File: src/rtl/scl_bg_pkg.sv
package scl_bg_pkg;
  typedef enum logic [1:0] {
    ST_SUSP  = 2'd0,
    ST_COUNT = 2'd1,
    ST_WAIT  = 2'd2,
    ST_HOLD  = 2'd3
  } bg_state_e;
endpackage

File: src/rtl/scl_bg_tick_merge.sv
module scl_bg_tick_merge #(
  parameter int NUM_PHASES = 2
) (
  input  logic                  clk_i,
  input  logic                  rst_ni,
  input  logic [NUM_PHASES-1:0] tick_i,
  output logic                  tick_o
);
  logic [NUM_PHASES:0] acc;
  assign acc[0] = 1'b0;
  for (genvar g = 0; g < NUM_PHASES; g++) begin : g_or
    assign acc[g+1] = acc[g] | tick_i[g];
  end
  assign tick_o = acc[NUM_PHASES];

  // phases never coincide
  p_phase_onehot_r3: assert property (@(posedge clk_i) disable iff (!rst_ni)
    $onehot0(tick_i));
endmodule

File: src/rtl/scl_bg_arbiter.sv
module scl_bg_arbiter
  import scl_bg_pkg::*;
(
  input  logic      clk_i,
  input  logic      rst_ni,
  input  logic      run_i,
  input  logic      scl_rel_i,
  input  logic      scl_in_i,
  input  logic      tick_i,
  input  logic      near_zero_i,
  output logic      load_o,
  output logic      dec_o,
  output bg_state_e state_o
);
  bg_state_e st_q, st_d;
  logic run_q, rel_q;
  logic run_rise, rel_rise, armed;

  assign run_rise = run_i & ~run_q;
  assign rel_rise = scl_rel_i & ~rel_q;
  assign armed    = (st_q == ST_WAIT) | rel_rise;

  always_ff @(posedge clk_i or negedge rst_ni) begin
    if (!rst_ni) begin
      st_q  <= ST_SUSP;
      run_q <= 1'b0;
      rel_q <= 1'b0;
    end else begin
      st_q  <= st_d;
      run_q <= run_i;
      rel_q <= scl_rel_i;
    end
  end

  always_comb begin
    st_d   = st_q;
    load_o = 1'b0;
    dec_o  = 1'b0;
    if (!run_i) begin
      st_d = ST_SUSP;
    end else if (run_rise) begin
      load_o = 1'b1;
      st_d   = ST_COUNT;
    end else if (armed && scl_in_i) begin
      // line seen high after release: reload wins over any tick
      load_o = 1'b1;
      st_d   = ST_COUNT;
    end else if (rel_rise) begin
      st_d = ST_WAIT;
    end else if (st_q == ST_COUNT && tick_i) begin
      dec_o = 1'b1;
      if (near_zero_i) st_d = ST_HOLD;
    end
  end

  assign state_o = st_q;

  p_hold_no_dec_r4: assert property (@(posedge clk_i) disable iff (!rst_ni)
    (st_q == ST_HOLD) |-> !dec_o);
  p_load_dec_excl_r7: assert property (@(posedge clk_i) disable iff (!rst_ni)
    !(load_o && dec_o));
endmodule

File: src/rtl/scl_bg_counter.sv
module scl_bg_counter #(
  parameter int CNT_W = 7
) (
  input  logic             clk_i,
  input  logic             rst_ni,
  input  logic             load_i,
  input  logic             dec_i,
  input  logic [CNT_W-1:0] reload_i,
  output logic             near_zero_o,
  output logic [CNT_W-1:0] count_o,
  output logic             timeout_o
);
  localparam logic [CNT_W-1:0] ONE = CNT_W'(1);

  logic [CNT_W-1:0] cnt_q;
  logic             to_q;

  assign near_zero_o = (cnt_q <= ONE);

  always_ff @(posedge clk_i or negedge rst_ni) begin
    if (!rst_ni) begin
      cnt_q <= '0;
      to_q  <= 1'b0;
    end else if (load_i) begin
      cnt_q <= reload_i;
      to_q  <= 1'b0;
    end else if (dec_i) begin
      if (near_zero_o) begin
        cnt_q <= '0;
        to_q  <= 1'b1;
      end else begin
        cnt_q <= cnt_q - ONE;
        to_q  <= 1'b0;
      end
    end else begin
      to_q <= 1'b0;
    end
  end

  assign count_o   = cnt_q;
  assign timeout_o = to_q;

  p_dec_by_one_r3: assert property (@(posedge clk_i) disable iff (!rst_ni)
    (dec_i && !load_i && cnt_q > ONE) |=> cnt_q == $past(cnt_q) - ONE);
  p_to_at_zero_r4: assert property (@(posedge clk_i) disable iff (!rst_ni)
    to_q |-> cnt_q == '0);
  p_to_single_r4: assert property (@(posedge clk_i) disable iff (!rst_ni)
    to_q |=> !to_q);
  p_load_value_r6: assert property (@(posedge clk_i) disable iff (!rst_ni)
    load_i |=> cnt_q == $past(reload_i));
endmodule

File: src/rtl/scl_baud_timer.sv
module scl_baud_timer
  import scl_bg_pkg::*;
#(
  parameter int CNT_W      = 7,
  parameter int NUM_PHASES = 2
) (
  input  logic                  clk_i,
  input  logic                  rst_ni,
  input  logic [CNT_W-1:0]      reload_val_i,
  input  logic [NUM_PHASES-1:0] tick_i,
  input  logic                  run_i,
  input  logic                  scl_rel_i,
  input  logic                  scl_in_i,
  output logic                  timeout_o,
  output logic [CNT_W-1:0]      count_o
);
  logic      tick_any, near_zero, load, dec;
  bg_state_e state;

  scl_bg_tick_merge #(.NUM_PHASES(NUM_PHASES)) u_merge (
    .clk_i  (clk_i),
    .rst_ni (rst_ni),
    .tick_i (tick_i),
    .tick_o (tick_any)
  );

  scl_bg_arbiter u_arb (
    .clk_i       (clk_i),
    .rst_ni      (rst_ni),
    .run_i       (run_i),
    .scl_rel_i   (scl_rel_i),
    .scl_in_i    (scl_in_i),
    .tick_i      (tick_any),
    .near_zero_i (near_zero),
    .load_o      (load),
    .dec_o       (dec),
    .state_o     (state)
  );

  scl_bg_counter #(.CNT_W(CNT_W)) u_cnt (
    .clk_i       (clk_i),
    .rst_ni      (rst_ni),
    .load_i      (load),
    .dec_i       (dec),
    .reload_i    (reload_val_i),
    .near_zero_o (near_zero),
    .count_o     (count_o),
    .timeout_o   (timeout_o)
  );

  // slave stretching: count held while line stays low
  p_stretch_hold_r5: assert property (@(posedge clk_i) disable iff (!rst_ni)
    (state == ST_WAIT && run_i && !scl_in_i) |=> $stable(count_o));
  p_suspend_freeze_r9: assert property (@(posedge clk_i) disable iff (!rst_ni)
    !run_i |=> ($stable(count_o) && !timeout_o));
endmodule

File: config.mk
export PLATFORM = sky130hd
export DESIGN_NAME = scl_baud_timer
export DESIGN_NICKNAME = d
export VERILOG_FILES = /design/src/rtl/scl_bg_pkg.sv /design/src/rtl/scl_bg_tick_merge.sv /design/src/rtl/scl_bg_arbiter.sv /design/src/rtl/scl_bg_counter.sv /design/src/rtl/scl_baud_timer.sv
export SDC_FILE = /design/constraint.sdc
export NUM_CORES = 1
export LEC_CHECK = 0
export ABC_CLOCK_PERIOD_IN_PS = 3450
export BUFFER_PORTS_ARGS = -buffer_cell sky130_fd_sc_hd__buf_2
export CAP_MARGIN = 10
export CORE_AREA = 3 3 41 43
export CTS_CLUSTER_SIZE = 20
export DETAILED_ROUTE_END_ITERATION = 10
export DIE_AREA = 0 0 44 46
export PLACE_DENSITY = 0.79
export SLEW_MARGIN = 20
export SYNTH_ARGS = -nofsm -noshare
export SYNTH_HDL_FRONTEND = slang
export SYNTH_SLANG_ARGS = --single-unit
File: constraint.sdc
create_clock -name clk_i -period 3.45 [get_ports clk_i]
set_clock_uncertainty 0.05 [all_clocks]
set_input_delay 0.345 -clock clk_i [delete_from_list [all_inputs] [get_ports clk_i]]
set_output_delay 0.345 -clock clk_i [all_outputs]
set_load 0.005 [all_outputs]
==> metrics.md, run 1 <==
| Metric | Value |
|---|---|
| Status | finished clean |
| Layout area overhead | 18.9% |
| Leading register cell type out of synthesis | dfrtp_1 |
| Crit-path cells | or4_4 -> nor3_4 -> or2_1 -> o21bai_1 -> a221o_1 |
| Synth Area in Adders | 0.0353 |
| Syn_area_per_cell | 10.1 µm² |
| EDFF count, synth | 0 |
| Final core utilization | 0.632 |
| CP arrival | 2.24 ns |
| Synth area leader | dfrtp_1 |
| Async S/R FF share, synth | 1.00 |
| Post-synthesis simple-gate area fraction | 0.280 |
| Clk pwr share | 0.232 |
| GP Congestion | 0.729 |
| Die ar. | 2020 µm² |
| Hold Path Class | in -> reg |
| Postcts setup bufs | 0 |
| Met3 GRT Util | 0.0277 |
| M1 GR Usage | 0.199 |
| Worst setup SP type | flop |
| Die W | 44 µm |
| Cells after Synth | 70 |
| Die H | 46 µm |
| Worst reg-to-reg path cell count | 5 |
| CP Depth | 5 |
| Post-synthesis cell type count | 31 |
| Pwr/cell area | 433 nW/µm² |
| Global route total overflow | 0 |
| Post_cts resized | 0 |
| Cts hold-fix bufs | 1 |
| Leak | 0.000399 µW |
| Total GRT Usage | 0.171 |
| Rel. slew slack | 0.434 |
| Vias per inst | 5.89 |
| Worst setup EP type | flop |
| Synth Register Bits | 12 |
| P_sw | 117 µW |
| First-pass GRT wire length | 2460 µm |
| Synth Area in XOR/XNOR | 0 |
| Crit path largest cell delay | 0.57 ns |
| Fraction of layout cells with a size suffix above 1 | 0.355 |
| Area share of the largest cell type after synthesis | 0.423 |
| Final wirelength | 1530 µm |
| Cells after DPL | 104 |
| # DRC | 0 |
| Initial antenna violation count | 0 |
| N_diodes | 0 |
| Vias | 636 |
| Min-delay src | scl_rel_i |
| Mux share of post-synthesis cell area | 0 |
| Final slew viol count | 0 |
| CTS Buffer Depth | 2 |
| VDD IR max | 0.000213 V |
| Sw frac | 0.321 |
| Initial drt markers | 7 |
| Clock Tree Root | clkbuf_4 |
| GRT Max-Usage Layer | met2 |
| P_int | 248 µW |
| HPWL Detailed | 1140 µm |
| Combinational Power Share | 0.268 |
| Top Ports | 22 |
| Post-Route Setup TNS | 0 ns |
| Worst-path clk slew | 0.07 ns |
| Largest family of logic cells by synthesized area | simple AND/OR/NAND/NOR gates |
| Worst slack at placement | 1.33 ns |
| Worst skew pair latency | 0.27 ns |
| Synth Area in Compound Gates | 0.208 |
| Pin count of the biggest net entering global routing | 13 |
| H-tree levels | 1 |
| Rows | 13 |
| R2R Path Start | u_cnt.count_o[3]$_DFFE_PN0P_ |
| Post-Layout Cell Count | 108 |
| WHS Path Cells | 1 |
| Met2 Track Usage GR | 0.282 |
| Reg power frac | 0.501 |
| Synth area leaders | dfrtp_1 42%, a221o_1 7.1%, ha_1 3.5%, nand2b_1 3.5%, buf_6 3.2% |
| DR WL/cell | 14.1 µm |
| Starting density of the core | 0.532 |
| Worst setup margin | 1.32 ns |
| RSZ-0062 raised after global routing | false |
| Achievable Freq | 469 MHz |
| Critical path origin | u_cnt.count_o[3]$_DFFE_PN0P_ |
| First-pass DRT Iterations | 4 |
| Family with the most delay on the worst path | simple AND/OR/NAND/NOR gates |
| Setup violations, final | 0 |
| Crit Path Max Fanout | 10 |
| Core Area | 1330 µm² |
| Fin nets | 111 |
| Mapped Nets | 86 |
| WS Path Type | reg -> reg |
| Data required, critical path | 3.56 ns |
| Slowest cell on the critical path | or4_4 |
| Synthesized area | 709 µm² |
| CTS tree | done |
| Final Hold Vio Count | 0 |
| Final critical-path share of the clock period | 0.618 |
| Vias in the first global route | 595 |
| Remaining antenna violation count after routing | 0 |
| Crit path buffers/inverters | 0 |
| Num CTS Buffers | 3 |
| MaxCap Viol Count | 0 |
| Post-synthesis sequential area ratio | 0.423 |
| Worst slew pin tran | 0.841 ns |
| Synth warn | 0 |
| Clock sink count | 12 |
| PortBufs | 21 |
| Clock period minus worst slack | 2.13 ns |
-- worst reg2reg max path, stage by stage (launching register included) --
cell and delay, ns:
dfrtp_1 0.48, or4_4 0.57, nor3_4 0.16, or2_1 0.31
o21bai_1 0.13, a221o_1 0.31
-- logic make-up after synthesis --
family	count (synthesis)
flops	12
fa+ha+maj	2
buf+inv	6
simple gates	31
compound gates	19
-- synth_stat cells (all sizes together) (2+ instances only) --
master / number
o21a: 2
o21ai: 2
and2b: 2
inv: 4
nor3: 4
nor4: 3
buf: 2
nor2: 5
nand2: 5
a221o: 5
dfrtp: 12
or2: 2
a21oi: 2
or4: 3
o31ai: 2
ha: 2
nand2b: 5
-- state kept, by name, indices dropped and copies added, names as in the netlist --
name	cells
u_arb.run_q	1
u_cnt.count_o	7
u_arb.rel_q	1
u_cnt.timeout_o	1
u_arb.state_o	2
-- per-stage QoR --
stage               total power (µW)  hold slack (ns)  area, µm²
global route                     388            0.136        843
floorplan                        247        -0.000591        709
global placement                 276            0.181        811
CTS                              368            0.140        843
finish                           365            0.140        843
detailed placement               282            0.180        811
-- area by class of cell --
type                    count  area, µm²
clock buffers               3       22.5
fillers                   121        490
repair buffers             22        115
inverters                   4       15.0
multi-input cells          52        372
well taps                  15       18.8
flip-flops and latches     12        300
-- layout by cell type (no fill, tap or decap), types with 3 or more instances in the layout --
cell | synthesis | routed
clkbuf_4 | 0 | 3
nand2_1 | 4 | 4
nand2b_1 | 4 | 4
dfrtp_1 | 12 | 12
nor2_1 | 5 | 5
a221o_1 | 5 | 5
nor3_1 | 3 | 3
buf_2 | 0 | 21
inv_1 | 4 | 4
nor4_1 | 3 | 3
-- power groups by stage --
stage                     registers, µW  clock network [µW]  logic (µW)
after floorplan                     179                   0        68.4
after global placement              183                   0        93.8
after detailed placement            185                   0        96.5
after CTS                           182                87.1        98.5
after global routing                186                92.2         110
final                               183                84.5        97.7
-- worst paths after layout --
path | endpoint | slack [ns]
setup / recovery | u_cnt.count_o[4]$_DFFE_PN0P_ | 1.32
hold / removal | u_arb.rel_q$_DFF_PN0_ | 0.14
setup reg to reg | u_cnt.count_o[4]$_DFFE_PN0P_ | 1.32
hold reg to reg | u_arb.state_o[0]$_DFFE_PN0P_ | 0.46
max in group asynchronous | u_cnt.count_o[5]$_DFFE_PN0P_ | 2.71
min in group asynchronous | u_arb.state_o[0]$_DFFE_PN0P_ | 0.43
-- routing by layer --
metal,vias up,share of wire
li1,307,-
met1,297,0.42
met2,27,0.48
met3,5,0.063
met4,0,0.033
met5,-,0
Power figures use the tool's default switching activity.
==> inputs of run 2 (changes only) <==
--- a/config.mk
+++ b/config.mk
@@ -5,14 +5,14 @@
 export SDC_FILE = /design/constraint.sdc
 export NUM_CORES = 1
 export LEC_CHECK = 0
-export ABC_CLOCK_PERIOD_IN_PS = 3450
+export ABC_CLOCK_PERIOD_IN_PS = 2000
 export BUFFER_PORTS_ARGS = -buffer_cell sky130_fd_sc_hd__buf_2
 export CAP_MARGIN = 10
-export CORE_AREA = 3 3 41 43
+export CORE_AREA = 3 3 43 45
 export CTS_CLUSTER_SIZE = 20
 export DETAILED_ROUTE_END_ITERATION = 10
-export DIE_AREA = 0 0 44 46
-export PLACE_DENSITY = 0.79
+export DIE_AREA = 0 0 46 48
+export PLACE_DENSITY = 0.72
 export SLEW_MARGIN = 20
 export SYNTH_ARGS = -nofsm -noshare
 export SYNTH_HDL_FRONTEND = slang
==> constraint.sdc (replaced) <==
create_clock -name clk_i -period 2 [get_ports clk_i]
set_clock_uncertainty 0.05 [all_clocks]
set_input_delay 0.2 -clock clk_i [delete_from_list [all_inputs] [get_ports clk_i]]
set_output_delay 0.2 -clock clk_i [all_outputs]
set_load 0.005 [all_outputs]
==> run 2 against run 1 <==
  * Cell count grew 5.6%
  * Critical path depth is the same
  * Largest cell class unchanged
  * Design area grew 5.2%
  * Critical endpoint unchanged
  * Combinational power grew 110%
  * Wire length grew 3.1%
  * Worst hold slack lost 0.087 ns
  * Highest routed layer unchanged
==> metrics.md, run 2 (synthesized netlist as in run 1, its figures left out) <==
| Metric | Value |
|---|---|
| Status | finished clean |
| Layout area overhead | 25.0% |
| Achievable Freq | 533 MHz (+14%) |
| # DRC | 0 (unchanged) |
| Fraction of layout cells with a size suffix above 1 | 0.388 (+0.0329) |
| Post-Route Setup TNS | 0 ns (unchanged) |
| WHS Endpoint | u_arb.run_q$_DFF_PN0_ |
| N_diodes | 0 (unchanged) |
| Vias in the first global route | 534 (-10%) |
| WS Path Type | reg -> reg |
| Remaining antenna violation count after routing | 0 (unchanged) |
| H-tree levels | 1 (unchanged) |
| Final std cell area, no fill | 887 µm² (+5.2%) |
| Final Hold Vio Count | 0 (unchanged) |
| Core Area | 1510 µm² (+13%) |
| HPWL Detailed | 1170 µm (+3.1%) |
| Starting density of the core | 0.471 (-0.0610) |
| Die W | 46 µm (+4.5%) |
| Most common cell after layout, fill and taps aside | buf_2 |
| Worst-path clk slew | 0.07 ns (about the same) |
| Vias | 651 (+2.4%) |
| Clock sink count | 12 (unchanged) |
| First-pass DRT Iterations | 5 (+1) |
| Final hold slack | 0.0535 ns (-0.0868 ns) |
| Hold Path Class | in -> reg |
| Total GRT Usage | 0.150 (-0.0213) |
| Num CTS Buffers | 3 (unchanged) |
| Clock Tree Root | clkbuf_4 |
| Worst reg-to-reg path cell count | 5 (unchanged) |
| Crit Path Max Fanout | 8 (-2) |
| RSZ-0062 raised after global routing | false |
| Max reg flops | 7 (unchanged) |
| Area after DPL | 842 µm² (+3.9%) |
| Initial antenna violation count | 0 (unchanged) |
| DR WL/cell | 13.8 µm (-2.3%) |
| MaxCap Viol Count | 0 (unchanged) |
| Pin count of the biggest net entering global routing | 13 (unchanged) |
| Worst slew pin tran | 0.312 ns (-0.529 ns) |
| Die ar. | 2210 µm² (+9.1%) |
| WHS Path Cells | 1 (unchanged) |
| Worst skew pair latency | 0.27 ns (about the same) |
| Top Ports | 22 (unchanged) |
| VDD IR max | 0.000556 V (+160%) |
| CTS tree | done |
| Final wirelength | 1580 µm (+3.1%) |
| Fin nets | 116 (+4.5%) |
| Die H | 48 µm (+4.3%) |
| Worst setup SP type | flop |
| CP arrival | 2.03 ns (-0.21 ns) |
| Clock period minus worst slack | 1.88 ns (-0.258 ns) |
| PortBufs | 21 (unchanged) |
| Commonest cells after routing, fill and taps aside | 21 x buf_2, 12 x dfrtp_1, 5 x nor2_1, 5 x a221o_1 |
| Worst r2r dst | u_cnt.count_o[4]$_DFFE_PN0P_ |
| Worst setup EP type | flop |
| Global route total overflow | 0 (unchanged) |
| Final core utilization | 0.589 (-0.0434) |
| Data required, critical path | 2.16 ns (-1.40 ns) |
| Worst R2R Setup Slack | 0.12 ns (-1.19 ns) |
| GP Congestion | 0.822 (+13%) |
| CTS Buffer Depth | 2 (unchanged) |
| Final critical-path share of the clock period | 0.938 (+0.319) |
| Initial drt markers | 15 (+8) |
| Postcts setup bufs | 0 (unchanged) |
| First-pass GRT wire length | 2340 µm (-5.0%) |
| Leak | 0.000425 µW (+6.6%) |
| Final slew viol count | 0 (unchanged) |
| Vias per inst | 5.71 (-3.0%) |
| Pwr/cell area | 729 nW/µm² (+68%) |
| R2R Path Start | u_arb.state_o[1]$_DFFE_PN0P_ |
| Rel. slew slack | 0.790 (+0.356) |
| Setup violations, final | 0 (unchanged) |
| Min-delay src | run_i |
| Rows | 14 (+1) |
run 2: worst max path at each step:
| stage | startpoint | endpoint | slack [ns] | cells after the start |
|---|---|---|---|---|
| after floorplan | u_cnt.count_o[3]$_DFFE_PN0P_ | u_cnt.count_o[4]$_DFFE_PN0P_ | 0.07 | 7 |
| final | u_arb.state_o[1]$_DFFE_PN0P_ | u_cnt.count_o[4]$_DFFE_PN0P_ | 0.12 | 5 |
| after global placement | u_cnt.count_o[5]$_DFFE_PN0P_ | u_cnt.count_o[4]$_DFFE_PN0P_ | 0.10 | 5 |
| after detailed placement | u_cnt.count_o[5]$_DFFE_PN0P_ | u_cnt.count_o[4]$_DFFE_PN0P_ | 0.05 | 5 |
| after CTS | u_cnt.count_o[5]$_DFFE_PN0P_ | u_cnt.count_o[4]$_DFFE_PN0P_ | 0.04 | 5 |
| after global routing | u_arb.state_o[1]$_DFFE_PN0P_ | u_cnt.count_o[4]$_DFFE_PN0P_ | 0.08 | 5 |
run 2: through the flow:
stage	total power (µW)	setup slack [ns]	std cells
after floorplan	426	0.0667	70
final	647	0.125	114
after global routing	688	0.0770	114
after global placement	499	0.101	109
after CTS	656	0.0394	114
after detailed placement	504	0.0534	109
run 2: repair_timing:
item	CTS	global route
resized for setup	0	1
hold buffers	2	0
endpoints found under the setup margin	0	1
endpoints found under the hold margin	13	0
run 2: worst max-delay path, stage by stage, from the launching register on:
cell	delay (ns)
dfrtp_1	0.41
nand2b_4	0.16
or4_4	0.52
or2_4	0.29
nor4_1	0.25
a221o_1	0.15
run 2: metal layers:
layer	up-vias	share of wire	track usage
met5	-	0	0
met2	24	0.49	0.261
met4	0	0.0083	0.0341
met3	2	0.065	0.0602
met1	307	0.43	0.172
li1	318	-	-
run 2: layout make-up:
class,count,area [µm²]
fill,132,619
multi-input combinational,52,374
sequential,12,300
timing repair buffer,27,155
clock buffer,3,22.5
tap,16,20.0
inverter,4,15.0
run 2: report_power, final:
group / total (µW) / internal [µW] / leakage [µW] / switching (µW)
logic: 203 / 104 / 0.000261 / 99.0
registers: 301 / 270 / 0.000150 / 30.5
clock network: 143 / 69.6 / 0.0000138 / 73.3
total: 647 / 444 / 0.000425 / 203
